<file path="src/rtl/spi_cfg_pkg.sv">
package spi_cfg_pkg;
    localparam int ADDR_W = 6;
    localparam int DATA_W = 8;
    localparam logic [ADDR_W-1:0] CMD_LO    = 6'h30;
    localparam logic [ADDR_W-1:0] CMD_HI    = 6'h3D;
    localparam logic [ADDR_W-1:0] QUEUE_ADR = 6'h3F;

    typedef enum logic [2:0] {
        ST_OFF, ST_WAIT, ST_HDR, ST_WR, ST_RD
    } spi_st_e;
endpackage

</file>
<file path="src/rtl/spi_pin_sync.sv">
module spi_pin_sync #(
    parameter int STAGES = 2
) (
    input  logic clk,
    input  logic rst_n,
    input  logic sck,
    input  logic cs_n,
    input  logic sdi,
    output logic sck_rise,
    output logic sck_fall,
    output logic cs_s,
    output logic sdi_s
);
    logic [STAGES-1:0] sck_q, cs_q, sdi_q;
    logic              sck_d;

    always_ff @(posedge clk or negedge rst_n) begin
        if (!rst_n) begin
            sck_q <= '0;
            cs_q  <= '1;
            sdi_q <= '0;
            sck_d <= 1'b0;
        end else begin
            sck_q <= {sck_q[STAGES-2:0], sck};
            cs_q  <= {cs_q[STAGES-2:0], cs_n};
            sdi_q <= {sdi_q[STAGES-2:0], sdi};
            sck_d <= sck_q[STAGES-1];
        end
    end

    assign sck_rise = sck_q[STAGES-1] & ~sck_d;
    assign sck_fall = ~sck_q[STAGES-1] & sck_d;
    assign cs_s     = cs_q[STAGES-1];
    assign sdi_s    = sdi_q[STAGES-1];
endmodule

</file>
<file path="src/rtl/spi_cfg_regfile.sv">
module spi_cfg_regfile #(
    parameter int N  = 47,
    parameter int AW = 6,
    parameter int W  = 8
) (
    input  logic          clk,
    input  logic          rst_n,
    input  logic          we,
    input  logic [AW-1:0] waddr,
    input  logic [W-1:0]  wdata,
    input  logic [AW-1:0] raddr,
    output logic [W-1:0]  rdata
);
    logic [W-1:0] mem [N];

    for (genvar i = 0; i < N; i++) begin : g_reg
        always_ff @(posedge clk or negedge rst_n) begin
            if (!rst_n)                        mem[i] <= '0;
            else if (we && waddr == AW'(i))    mem[i] <= wdata;
        end
    end

    always_comb begin
        rdata = '0;
        for (int i = 0; i < N; i++)
            if (raddr == AW'(i)) rdata = mem[i];
    end
endmodule

</file>
<file path="src/rtl/spi_cfg_slave.sv">
module spi_cfg_slave
    import spi_cfg_pkg::*;
#(
    parameter int CFG_REGS    = 47,
    parameter int SYNC_STAGES = 2
) (
    input  logic              clk,
    input  logic              rst_n,
    input  logic              sck,
    input  logic              cs_n,
    input  logic              sdi,
    output logic              sdo,
    output logic              sdo_en,
    input  logic              core_ready,
    input  logic [2:0]        radio_mode,
    input  logic [3:0]        fifo_room,
    output logic [3:0]        stat_addr,
    input  logic [DATA_W-1:0] stat_rdata,
    output logic              strobe_valid,
    output logic [ADDR_W-1:0] strobe_addr,
    output logic              fifo_wvalid,
    output logic [DATA_W-1:0] fifo_wdata
);
    localparam logic [ADDR_W-1:0] CFG_LAST = ADDR_W'(CFG_REGS - 1);

    spi_st_e state, state_nxt;
    logic sck_rise, sck_fall, cs_s, sdi_s;
    logic [2:0]        bit_cnt;
    logic [6:0]        rx_sr;
    logic [DATA_W-1:0] tx_sr, tx_next;
    logic [ADDR_W-1:0] addr_q;
    logic              burst_q, stat_q;
    logic              rf_we;
    logic [ADDR_W-1:0] rf_waddr, rd_addr;
    logic [DATA_W-1:0] rf_wdata, rf_rdata, rd_val, status_byte;

    spi_pin_sync #(.STAGES(SYNC_STAGES)) u_sync (
        .clk(clk), .rst_n(rst_n), .sck(sck), .cs_n(cs_n), .sdi(sdi),
        .sck_rise(sck_rise), .sck_fall(sck_fall), .cs_s(cs_s), .sdi_s(sdi_s)
    );

    spi_cfg_regfile #(.N(CFG_REGS), .AW(ADDR_W), .W(DATA_W)) u_rf (
        .clk(clk), .rst_n(rst_n), .we(rf_we), .waddr(rf_waddr),
        .wdata(rf_wdata), .raddr(rd_addr), .rdata(rf_rdata)
    );

    // decoded pieces of the byte completing on this edge
    logic [DATA_W-1:0] rx_byte;
    logic              byte_done, h_rw, h_burst, h_cmdwin, cont_burst, active;
    logic [ADDR_W-1:0] h_addr;
    assign rx_byte    = {rx_sr, sdi_s};
    assign h_rw       = rx_byte[7];
    assign h_burst    = rx_byte[6];
    assign h_addr     = rx_byte[5:0];
    assign h_cmdwin   = (h_addr >= CMD_LO) && (h_addr <= CMD_HI);
    assign active     = (state == ST_HDR) || (state == ST_WR) || (state == ST_RD);
    assign byte_done  = active && sck_rise && (bit_cnt == 3'd7);
    assign cont_burst = burst_q && !stat_q;
    assign status_byte = {~core_ready, radio_mode, fifo_room};

    assign rd_addr   = (state == ST_HDR) ? h_addr : addr_q + 1'b1;
    assign stat_addr = rd_addr[3:0];
    assign rd_val    = (state == ST_HDR && h_burst && h_cmdwin) ? stat_rdata : rf_rdata;

    // next-state logic
    always_comb begin
        state_nxt = state;
        if (cs_s) begin
            state_nxt = ST_OFF;
        end else begin
            unique case (state)
                ST_OFF, ST_WAIT: state_nxt = core_ready ? ST_HDR : ST_WAIT;
                ST_HDR: if (byte_done) begin
                    if (!h_burst && h_cmdwin) state_nxt = ST_HDR;
                    else if (h_rw)            state_nxt = ST_RD;
                    else                      state_nxt = ST_WR;
                end
                ST_WR, ST_RD: if (byte_done && !cont_burst) state_nxt = ST_HDR;
                default: state_nxt = ST_OFF;
            endcase
        end
    end

    // state register
    always_ff @(posedge clk or negedge rst_n) begin
        if (!rst_n) state <= ST_OFF;
        else        state <= state_nxt;
    end

    // outputs and datapath
    always_ff @(posedge clk or negedge rst_n) begin
        if (!rst_n) begin
            bit_cnt <= '0; rx_sr <= '0; tx_sr <= '1; tx_next <= '1;
            addr_q <= '0; burst_q <= 1'b0; stat_q <= 1'b0;
            rf_we <= 1'b0; rf_waddr <= '0; rf_wdata <= '0;
            strobe_valid <= 1'b0; strobe_addr <= '0;
            fifo_wvalid <= 1'b0; fifo_wdata <= '0;
        end else begin
            rf_we        <= 1'b0;
            strobe_valid <= 1'b0;
            fifo_wvalid  <= 1'b0;
            if (cs_s) begin
                bit_cnt <= '0;
                tx_sr   <= '1;
            end else begin
                if ((state == ST_OFF || state == ST_WAIT) && core_ready) begin
                    tx_sr   <= status_byte;
                    bit_cnt <= '0;
                end
                if (active && sck_rise) begin
                    rx_sr   <= rx_byte[6:0];
                    bit_cnt <= bit_cnt + 1'b1;
                end
                if (byte_done) begin
                    unique case (state)
                        ST_HDR: begin
                            addr_q  <= h_addr;
                            burst_q <= h_burst;
                            stat_q  <= h_burst && h_cmdwin;
                            if (!h_burst && h_cmdwin) begin
                                strobe_valid <= 1'b1;
                                strobe_addr  <= h_addr;
                                tx_next      <= status_byte;
                            end else begin
                                tx_next <= h_rw ? rd_val : status_byte;
                            end
                        end
                        ST_WR: begin
                            tx_next <= status_byte;
                            if (!stat_q && addr_q <= CFG_LAST) begin
                                rf_we    <= 1'b1;
                                rf_waddr <= addr_q;
                                rf_wdata <= rx_byte;
                            end
                            if (addr_q == QUEUE_ADR) begin
                                fifo_wvalid <= 1'b1;
                                fifo_wdata  <= rx_byte;
                            end else if (cont_burst) begin
                                addr_q <= addr_q + 1'b1;
                            end
                        end
                        ST_RD: begin
                            addr_q  <= addr_q + 1'b1;
                            tx_next <= cont_burst ? rd_val : status_byte;
                        end
                        default: ;
                    endcase
                end
                if (active && sck_fall)
                    tx_sr <= (bit_cnt == 3'd0) ? tx_next : {tx_sr[6:0], 1'b1};
            end
        end
    end

    assign sdo    = tx_sr[7];
    assign sdo_en = ~cs_s;
endmodule

</file>
<file path="config.mk">
export PLATFORM = sky130hd
export DESIGN_NAME = spi_cfg_slave
export DESIGN_NICKNAME = d
export VERILOG_FILES = /design/src/rtl/spi_cfg_pkg.sv /design/src/rtl/spi_pin_sync.sv /design/src/rtl/spi_cfg_regfile.sv /design/src/rtl/spi_cfg_slave.sv
export SDC_FILE = /design/constraint.sdc
export NUM_CORES = 1
export LEC_CHECK = 0
export ABC_AREA = 1
export BUFFER_PORTS_ARGS = -buffer_cell sky130_fd_sc_hd__buf_2
export CAP_MARGIN = 20
export CORE_UTILIZATION = 52
export DETAILED_ROUTE_END_ITERATION = 10
export PLACE_DENSITY = 0.68
export RECOVER_POWER = 50
export SYNTH_ARGS = -nofsm -noshare
export SYNTH_HDL_FRONTEND = slang
export SYNTH_SLANG_ARGS = --single-unit
</file>
<file path="constraint.sdc">
create_clock -name clk -period 4.4 [get_ports clk]
set_input_delay 0.88 -clock clk [delete_from_list [all_inputs] [get_ports clk]]
set_output_delay 0.88 -clock clk [all_outputs]
set_load 0.01 [all_outputs]
</file>
# Word level (Yosys, flattened, before mapping)
# Cells that the tools add are included.
word_totals:
  ff_bits: 451
  latchBits: 0
  mem_bits_rw: 0
  mem_bits_ro: 0
  inputBits: 21
  out_inout_bits: 22
  word_cells: 343
  n_memories: 0
op_classes:
  addsub: 2
  multipliers: 0
  div_mod_pow: 0
  n_lt_le_gt_ge: 3
  eq_ne: 102
  n_shift: 0
  n_mux: 82
  n_bitwise: 6
  reduce_logical: 82
ops:
  columns: ["cell", "count"]
  rows:
  - ["$mux 8", 55]
  - ["$eq 6x5->1 const B", 32]
  - ["$eq 6x6->1 const B", 31]
  - ["$eq 6x4->1 const B", 16]
  - ["$logic_and 1x1->1", 59]
  - ["$eq 6x3->1 const B", 8]
  - ["$eq 6x2->1 const B", 4]
  - ["$mux 3", 8]
  - ["$pmux 8 s3", 1]
  - ["$mux 6", 3]
  - ["$pmux 6 s3", 1]
  - ["$eq 6x1->1 const B", 2]
  - ["$le 6x6->1 const B", 2]
  - ["$logic_not 6->1", 2]
  - ["$mux 1", 12]
  - ["$reduce_and 4->1", 3]
  - ["$pmux 3 s3", 1]
  - ["$reduce_bool 3->1", 3]
  - ["$add 6x1->6 const B", 1]
  - ["$eq 3x2->1 const B", 2]
  - ["$eq 3x3->1 const B", 2]
  - ["$ge 6x6->1 const B", 1]
  - ["$logic_not 3->1", 2]
  - ["$ne 3x2->1 const B", 2]
  - ["other kinds (12)", 24]

# Logic depth before layout (Yosys ltp)
# Gate-level depths: netlist of run 1.
depth:
  depth_word: 54
  mapped_depth: 60
  ltp_nobuf: 59

# Cells and area by module
# A second synthesis of run 1 with hierarchy kept.
unflattened:
  hier_cells: 2599
  area_unflattened_um2: 20709.9
by_module_without_submodules:
  columns: ["mod", "instances", "cells_each", "area_each_um2", "seq_area_each_um2"]
  rows:
  - ["spi_cfg_regfile", 1, 2123, 16918.7, 9409.0]
  - ["spi_cfg_slave", 1, 465, 3598.5, 1721.7]
  - ["spi_pin_sync", 1, 11, 192.7, 177.7]

# Worst setup path after synthesis of run 1
# No wires, ideal clock.
synth_path:
  path_type: "reg-to-reg"
  startpoint: "reg addr_q[0]"
  endpoint: "reg tx_next[2]"
  setup_time_ps: 58
  arrival_time_ps: 3809
  required_time_ps: 4342
  setup_slack_ps: 533
  path_stages_with_launch: 60
  path_buffers: 1
  synth_period_minus_slack_ps: 3867
  cell_sequence: "dfrtp_1 -> inv_1 -> ha_1 -> inv_1 -> nand2_1 -> o21ai_2 -> nand2_1 -> nor2_2 -> and2_1 -> buf_4 -> nand2_2 -> nand2_1 -> inv_2 -> nand2_1 -> nand2_1 -> nand2_1 -> nand2_1 -> nand2_1 -> [... 24 more ...] -> nand2_1 -> nand2_1 -> nand2_1 -> nand2_1 -> nand2_1 -> nand2_1 -> nand2_1 -> nand3_1 -> nand2_1 -> nand2_1 -> nand2_1 -> nand2_1 -> nand2_1 -> nand3_1 -> nand2_1 -> nand3_1 -> nand2_1 -> inv_1"
synth_between:
  elab_chain_cells: 54
  word_cells_on_any_way: 101
  classes_between: "add/sub (1); eq/ne (46); mux (53); reduce/logical (1)"
synth_rtl:
  columns: ["item", "line_no", "text"]
  rows:
  - ["from (decl)", "spi_cfg_slave.sv:31", "logic [ADDR_W-1:0] addr_q;"]
  - ["from (signal assigned)", "spi_cfg_slave.sv:117", "addr_q <= h_addr;"]
  - ["from (signal assigned)", "spi_cfg_slave.sv:139", "addr_q <= addr_q + 1'b1;"]
  - ["from (signal assigned)", "spi_cfg_slave.sv:143", "addr_q <= addr_q + 1'b1;"]
  - ["$add 6x1->6 (*)", "spi_cfg_slave.sv:61", "assign rd_addr = (state == ST_HDR) ? h_addr : addr_q + 1'b1;"]
  - ["$mux 6 (*)", "spi_cfg_slave.sv:61", null]
  - ["via stat_addr[1]", "spi_cfg_slave.sv:17", "output logic [3:0] stat_addr,"]
  - ["$logic_not 6->1", "spi_cfg_regfile.sv:26", "if (raddr == AW'(i)) rdata = mem[i];"]
  - ["$mux 8 (46 in series)", "spi_cfg_regfile.sv:26", null]
  - ["$mux 8 (*)", "spi_cfg_regfile.sv:26", null]
  - ["$mux 8 (*)", "spi_cfg_slave.sv:63", "assign rd_val = (state == ST_HDR && h_burst && h_cmdwin) ? stat_rdata : rf_rdata;"]
  - ["$mux 8", "spi_cfg_slave.sv:125", "tx_next <= h_rw ? rd_val : status_byte;"]
  - ["$mux 8", "spi_cfg_slave.sv:120", "if (!h_burst && h_cmdwin) begin"]
  - ["$pmux 8 s3 (*)", "spi_cfg_slave.sv:115", "unique case (state)"]
  - ["to (signal assigned)", "spi_cfg_slave.sv:123", "tx_next <= status_byte;"]
  - ["to (signal assigned)", "spi_cfg_slave.sv:125", null]
  - ["to (signal assigned)", "spi_cfg_slave.sv:129", "tx_next <= status_byte;"]
  - ["to (decl)", "spi_cfg_slave.sv:30", "logic [DATA_W-1:0] tx_sr, tx_next;"]
# The timed path passes the listed nets; every way through them passes the cells marked *.
# A chain may end at the register's enable or synchronous reset.

# Worst setup path in the final report of run 1
layout_path:
  startpoint: "reg addr_q[0]"
  endpoint: "reg tx_next[7]"
layout_between:
  elab_chain_cells: 54
  word_cells_on_any_way: 101
  classes_between: "add/sub (1); eq/ne (46); mux (53); reduce/logical (1)"
layout_rtl:
  columns: ["item", "line_no"]
  rows:
  - ["$add 6x1->6 (*)", "spi_cfg_slave.sv:61"]
  - ["$mux 6 (*)", "spi_cfg_slave.sv:61"]
  - ["$logic_not 6->1", "spi_cfg_regfile.sv:26"]
  - ["$mux 8 (46 in series)", "spi_cfg_regfile.sv:26"]
  - ["$mux 8 (*)", "spi_cfg_regfile.sv:26"]
  - ["$mux 8 (*)", "spi_cfg_slave.sv:63"]
  - ["$mux 8", "spi_cfg_slave.sv:125"]
  - ["$mux 8", "spi_cfg_slave.sv:120"]
  - ["$pmux 8 s3 (*)", "spi_cfg_slave.sv:115"]
# Mark *: on every way between the ends. The rest lies on a longest branch, timed or not.

==> results of run 1 <==
-- cells in the final DEF (no fill, tap or decap), types with 3 or more instances in the layout --
master	synthesis	layout
a21oi_1	45	35
a21oi_2	1	11
buf_12	0	3
buf_2	0	41
buf_4	1	109
buf_6	4	6
bufinv_16	0	8
clkbuf_1	97	8
clkbuf_16	0	49
clkbuf_2	0	6
clkbuf_4	0	3
clkbuf_8	0	11
clkinv_1	6	9
clkinv_2	0	8
clkinvlp_4	0	3
dfrtp_1	433	431
dfstp_2	18	18
ha_1	5	3
inv_1	248	235
inv_2	9	18
nand2_1	1114	1075
nand2_2	6	41
nand2_4	1	5
nand3_1	74	52
nand3_2	3	24
nand3_4	2	3
nand4_1	33	33
nor2_1	75	71
nor2_2	5	7
nor2_4	3	5
nor3_1	4	4
o211ai_1	7	7
o21ai_0	434	434
o21ai_4	1	3
o221ai_1	3	3
or2_1	3	3
or2_2	102	101
-- worst paths after layout --
path	to	slack, ns	cells past startpoint
setup / recovery	tx_next[7]	-0.32	42
hold / removal	u_sync.sck_q[1]	0.35	0
setup reg to reg	tx_next[7]	-0.32	42
hold reg to reg	u_sync.sck_q[1]	0.35	0
max in group asynchronous	addr_q[2]	0.59	2
min in group asynchronous	u_rf.mem[216]	1.27	1
-- worst reg2reg max path, delay by kind of cell, from the launching register on --
family / cells / cell delay [ns]
AO/OA/AOI/OAI: 1 / 0.30
AND/OR/NAND/NOR: 36 / 3.37
flip-flops: 1 / 0.42
buffers and inverters: 5 / 0.59
-- kinds of logic (layout without fill, tap and decap cells) --
family | after synthesis | count (layout) | synth area share
AND/OR/NAND/NOR | 1431 | 1431 | 0.278
AO/OA/AOI/OAI | 511 | 511 | 0.124
flip-flops | 451 | 451 | 0.529
buffers and inverters | 367 | 520 | 0.0660
adder cells (fa/ha/maj) | 5 | 5 | 0.00293
multiplexers | 1 | 1 | 0.000527
-- per-layer routing --
metal	vias to the layer above	wire (µm)
met2	548	28000
met1	9017	26700
met4	0	1170
met5	-	0
li1	8960	-
met3	83	3580
-- registers in the layout, summed over array words and instances (netlist names), 3 cells and up --
signal       flops
rf_waddr         6
state            3
strobe_addr      6
tx_next          8
bit_cnt          3
rf_wdata         8
addr_q           6
fifo_wdata       8
tx_sr            8
rx_sr            7
u_rf.mem       376
-- where the power goes --
group	internal, mW	switching (mW)
registers	4.20	0.0281
logic	0.236	0.438
clock network	2.70	1.70
-- cell type report --
| type | count | area [µm²] | area share |
|---|---|---|---|
| sequential | 451 | 11300 | 0.454 |
| multi-input combinational | 1948 | 9020 | 0.362 |
| clock buffer | 67 | 1400 | 0.0564 |
| timing repair buffer | 169 | 1210 | 0.0485 |
| inverter | 263 | 990 | 0.0397 |
| tap | 525 | 657 | 0.0264 |
| clock inverter | 21 | 320 | 0.0129 |
-- timing repair --
item,in CTS,in global routing
cloned,0,0
resized for setup,43,65
setup endpoints to repair,8,8
buffers inserted,7,9
pin swaps,25,56
==> flow_metrics.py, run 1 <==
metrics = {
    "cts": {
        "clkSinkCount": 451,
        "clockBufferDepth": 3,
        "clk_latency_ns": 0.59,
        "h-tree-depth": 2,
        "cts_buffers": 48,
        "hold_buffers": 0,
        "cts_tree": "done",
        "root_buffer": "clkbuf_16",
        "clk_pin_slew_ns": 0.06,
    },
    "placed_design": {
        "port_buffers": 42,
        "dp_hpwl_um": 40100,
        "placedCellCount": 3340,
        "gp_congestion": 0.876,
        "dp_slack_ns": -0.444,
        "place_area_um2": 22700,
    },
    "setup_path": {
        "arrival_ns": 5.24,
        "start_kind": "register",
        "crit_top_cell": "nand2_1",
        "path_buf_inv": 5,
        "crit_path_end_kind": "register",
        "crit_family": "simple AND/OR/NAND/NOR gates",
        "cp_slowest_stage_delay_ns": 0.42,
        "worst_path_max_delay_cell": "dfrtp_1",
        "required_ns": 4.92,
        "rr_startpoint": "addr_q[0]",
        "worst-setup-path-type": "register to register",
        "cp-startpoint": "addr_q[0]",
        "critPathMaxFanout": 8,
    },
    "run_status": {
        "failed_checks": "max-capacitance violations, max-slew violations, negative setup slack",
        "outcome": "finished with violations",
    },
    "sta": {
        "min_period_over_period": 1.07,
        "finClkSkew_ns": 0.0172,
        "rsz0062_at_grt": "true",
        "setup_violations": 8,
        "fin_ws_ns": -0.322,
        "whs_ns": 0.351,
        "finalSetupTns_ns": -1.92,
        "hold_viol_final": 0,
        "fmax_ghz": 0.212,
        "slew_viol_final": 120,
        "worst_pin_slew_ns": 3.11,
        "period_needed_ns": 4.72,
        "slew_headroom": -1.07,
    },
    "die": {
        "die-width_um": 205,
        "die_area_um2": 41900,
        "pin_count": 43,
        "rows": 73,
        "die_h_um": 205,
        "initial_core_util": 0.533,
        "core_area_um2": 40100,
    },
    "synth": {
        "yosysTopAreaCellShare": 0.507,
        "avgSynthCellArea_um2": 7.73,
        "syn_nets": 2792,
        "synthDistinctLibCells": 47,
        "synth_area_leader_cell": "dfrtp_1",
        "synth-main-ff-cell": "dfrtp_1",
        "ys_top_cells_by_area": "dfrtp_1 51%, nand2_1 20%, o21ai_0 10%",
        "async_flop_share": 1.00,
        "ys_ff_latch": 451,
        "ys_warn_count": 0,
        "synth_edf_count": 0,
        "synth.most_common_cell": "nand2_1",
        "synth_cells": 2766,
        "synth_area_um2": 21400,
        "synth_common_cells": "1114 x nand2_1, 434 x o21ai_0, 433 x dfrtp_1",
        "ys_seq_area_frac": 0.529,
    },
    "route": {
        "ant_nets": 0,
        "vias_per_cell": 5.40,
        "wl_per_cell_um": 17.2,
        "vias": 18600,
        "routed_wl_um": 59400,
        "drt-initial-drc-count": 1529,
        "first_pass_iters": 6,
        "drcViolationCount": 0,
    },
    "layout": {
        "nNetsFinal": 2907,
        "instances_no_fill": 3444,
        "post-route-util": 0.621,
        "drive_gt1_frac": 0.171,
        "area_delta_synth_final_pct": 16.5,
        "diodes": 0,
        "fillers": 3523,
        "post-route-cell-area_um2": 24900,
    },
    "global_routing": {
        "grt_max_degree": 120,
        "antenna_found_initial": 0,
        "grt_use_met1": 0.411,
        "grt_use_total": 0.292,
        "grt_pass1_vias": 18100,
        "grtUsageMet3": 0.0447,
        "top_usage_layer": "met2",
        "grt-ovfl-total": 0,
        "grt_pass1_wl_um": 96600,
        "grtUsageMet2": 0.471,
    },
    "power_and_ir_drop": {
        "vdd_drop_max_mv": 0.353,
        "power.density_nw_per_um2": 373,
        "total_power_mw": 9.29,
        "leakage_nw": 12.3,
    },
    "worst_hold_path": {
        "worstHoldPathType": "register to register",
        "worstHoldStart": "u_sync.sck_q[0]",
    },
    "run": {
        "drv_cap": 1,
    },
}
Note: power is estimated with default switching activity, not from simulation.
==> inputs of run 2 (changes only) <==
- clock period: 4.4 -> 5.6 ns (I/O delays scaled with it)
==> flow_metrics.py, run 2 (synthesis gave the netlist of run 1 again) <==
metrics = {
    "setup_path": {
        "cp-startpoint": "addr_q[0]",
        "crit_top_cell": "nand2_1",
        "rr_startpoint": "addr_q[0]",
        "worst-setup-path-type": "register to register",
        "start_kind": "register",
        "critPathMaxFanout": 8,
        "r2r-end": "tx_next[4]",
        "crit_path_end_kind": "register",
        "reg2reg_slack_ns": 0.56,
        "endpoint": "tx_next[4]",
        "cp_slowest_stage_delay_ns": 0.51,
        "required_ns": 6.12,
        "worst_path_max_delay_cell": "dfrtp_1",
        "arrival_ns": 5.56,
        "r2r_cells": 43,
    },
    "global_routing": {
        "antenna_found_initial": 0,
        "grt_max_degree": 169,
        "grt_pass1_wl_um": 93200,
        "grt_use_total": 0.283,
        "grt_pass1_vias": 17200,
        "grt-ovfl-total": 0,
    },
    "run": {
        "drv_cap": 1,
    },
    "cts": {
        "root_buffer": "clkbuf_16",
        "clk_pin_slew_ns": 0.06,
        "h-tree-depth": 2,
        "cts_tree": "done",
        "cts_buffers": 47,
        "clockBufferDepth": 3,
        "clkSinkCount": 451,
        "clk_latency_ns": 0.59,
    },
    "layout": {
        "most-common-layout-cells": "1114 x nand2_1, 434 x o21ai_0, 433 x dfrtp_1, 241 x inv_1, 102 x or2_2",
        "top_register": "u_rf.mem",
        "final_common_cell": "nand2_1",
        "drive_gt1_frac": 0.101,
        "nNetsFinal": 2796,
        "fillers": 3691,
        "post-route-cell-area_um2": 23500,
        "multi_input_area_um2": 8670,
        "diodes": 0,
        "area_delta_synth_final_pct": 9.76,
        "largest_reg_flops": 376,
        "ff_latch_area_um2": 11300,
        "instances_no_fill": 3325,
    },
    "die": {
        "core_area_um2": 40100,
        "pin_count": 43,
        "die_area_um2": 41900,
        "die-width_um": 205,
        "rows": 73,
        "die_h_um": 205,
        "initial_core_util": 0.533,
    },
    "route": {
        "first_pass_iters": 5,
        "routed_wl_um": 56700,
        "wl_per_cell_um": 17.0,
        "ant_nets": 0,
        "drcViolationCount": 0,
        "vias_per_cell": 5.40,
        "vias": 18000,
        "drt-initial-drc-count": 1439,
    },
    "power_and_ir_drop": {
        "vdd_drop_max_mv": 0.280,
        "power.density_nw_per_um2": 287,
        "leakage_nw": 11.5,
        "total_power_mw": 6.74,
    },
    "placed_design": {
        "port_buffers": 42,
        "placedCellCount": 3243,
        "gp_congestion": 0.888,
        "dp_hpwl_um": 38700,
        "place_area_um2": 22000,
    },
    "sta": {
        "slew_viol_final": 82,
        "rsz0062_at_grt": "false",
        "setup_violations": 0,
        "whs_ns": 0.351,
        "slew_headroom": -1.65,
        "fmax_ghz": 0.199,
        "worst_pin_slew_ns": 3.98,
        "finalSetupTns_ns": 0,
        "hold_viol_final": 0,
        "period_needed_ns": 5.04,
        "finClkSkew_ns": 0.0289,
        "min_period_over_period": 0.900,
    },
    "worst_hold_path": {
        "worstHoldStart": "u_sync.sck_q[0]",
        "hold_depth": 0,
        "worstHoldPathType": "register to register",
    },
    "run_status": {
        "outcome": "finished with violations",
        "failed_checks": "max-capacitance violations, max-slew violations",
    },
}
[run 2: changes by cell type in the layout (fill, tap and decap cells not counted), moves of 21 or more]
cell     previous run  this run
buf_4             109        14
nand2_1          1075      1114
nand3_1            52        74
nand2_2            41         6
nand3_2            24         3
[run 2: report_power, final]
group	internal, mW	switching [mW]	total [mW]
clock	1.76	1.28	3.04
combinational	0.0910	0.286	0.377
sequential	3.30	0.0261	3.32
[run 2: how the worst min path moves through the flow]
stage	endpoint	slack, ns
global route	u_sync.sck_q[1]	0.35
floorplan	u_sync.sck_q[1]	0.33
global placement	u_sync.sdi_q[1]	0.34
CTS	u_sync.sck_q[1]	0.35
finish	u_sync.sck_q[1]	0.35
detailed placement	u_sync.sck_q[1]	0.34
[run 2: layout make-up]
type,instances,area share
repair buffers,59,0.0155
inverters,263,0.0421
clock buffers,72,0.0597
well taps,525,0.0280
flip-flops and latches,451,0.482
clock inverters,7,0.00331
multi-input cells,1948,0.370
[run 2: critical path, delay by kind of cell (launching register included)]
kind,cells,cell delay [ns]
adder cells (fa/ha/maj),1,0.32
flip-flops,1,0.51
AND/OR/NAND/NOR,34,3.11
buffers and inverters,4,0.41
AO/OA/AOI/OAI,4,0.59
[run 2: per-stage QoR]
step / utilization / setup WS (ns)
6_report: 0.585 / 0.563
5_1_grt: 0.585 / 0.0264
4_1_cts: 0.585 / 0.245
3_5_place_dp: 0.548 / 0.291
3_3_place_gp: 0.548 / 0.379
2_1_floorplan: - / 1.73
[run 2: what timing repair did]
item | 4_1_cts | 5_1_grt
gates resized for setup | 0 | 1
hold buffers | 0 | 0
buffers inserted | 0 | 3
endpoints found under the setup margin | 0 | 7
[run 2: per-layer routing]
layer  wire (µm)  part of all wire  track usage
met1       26200              0.46        0.407
met2       25500              0.45        0.436
met3        3410             0.060       0.0412
met4        1570             0.028       0.0983
met5           0                 0            0
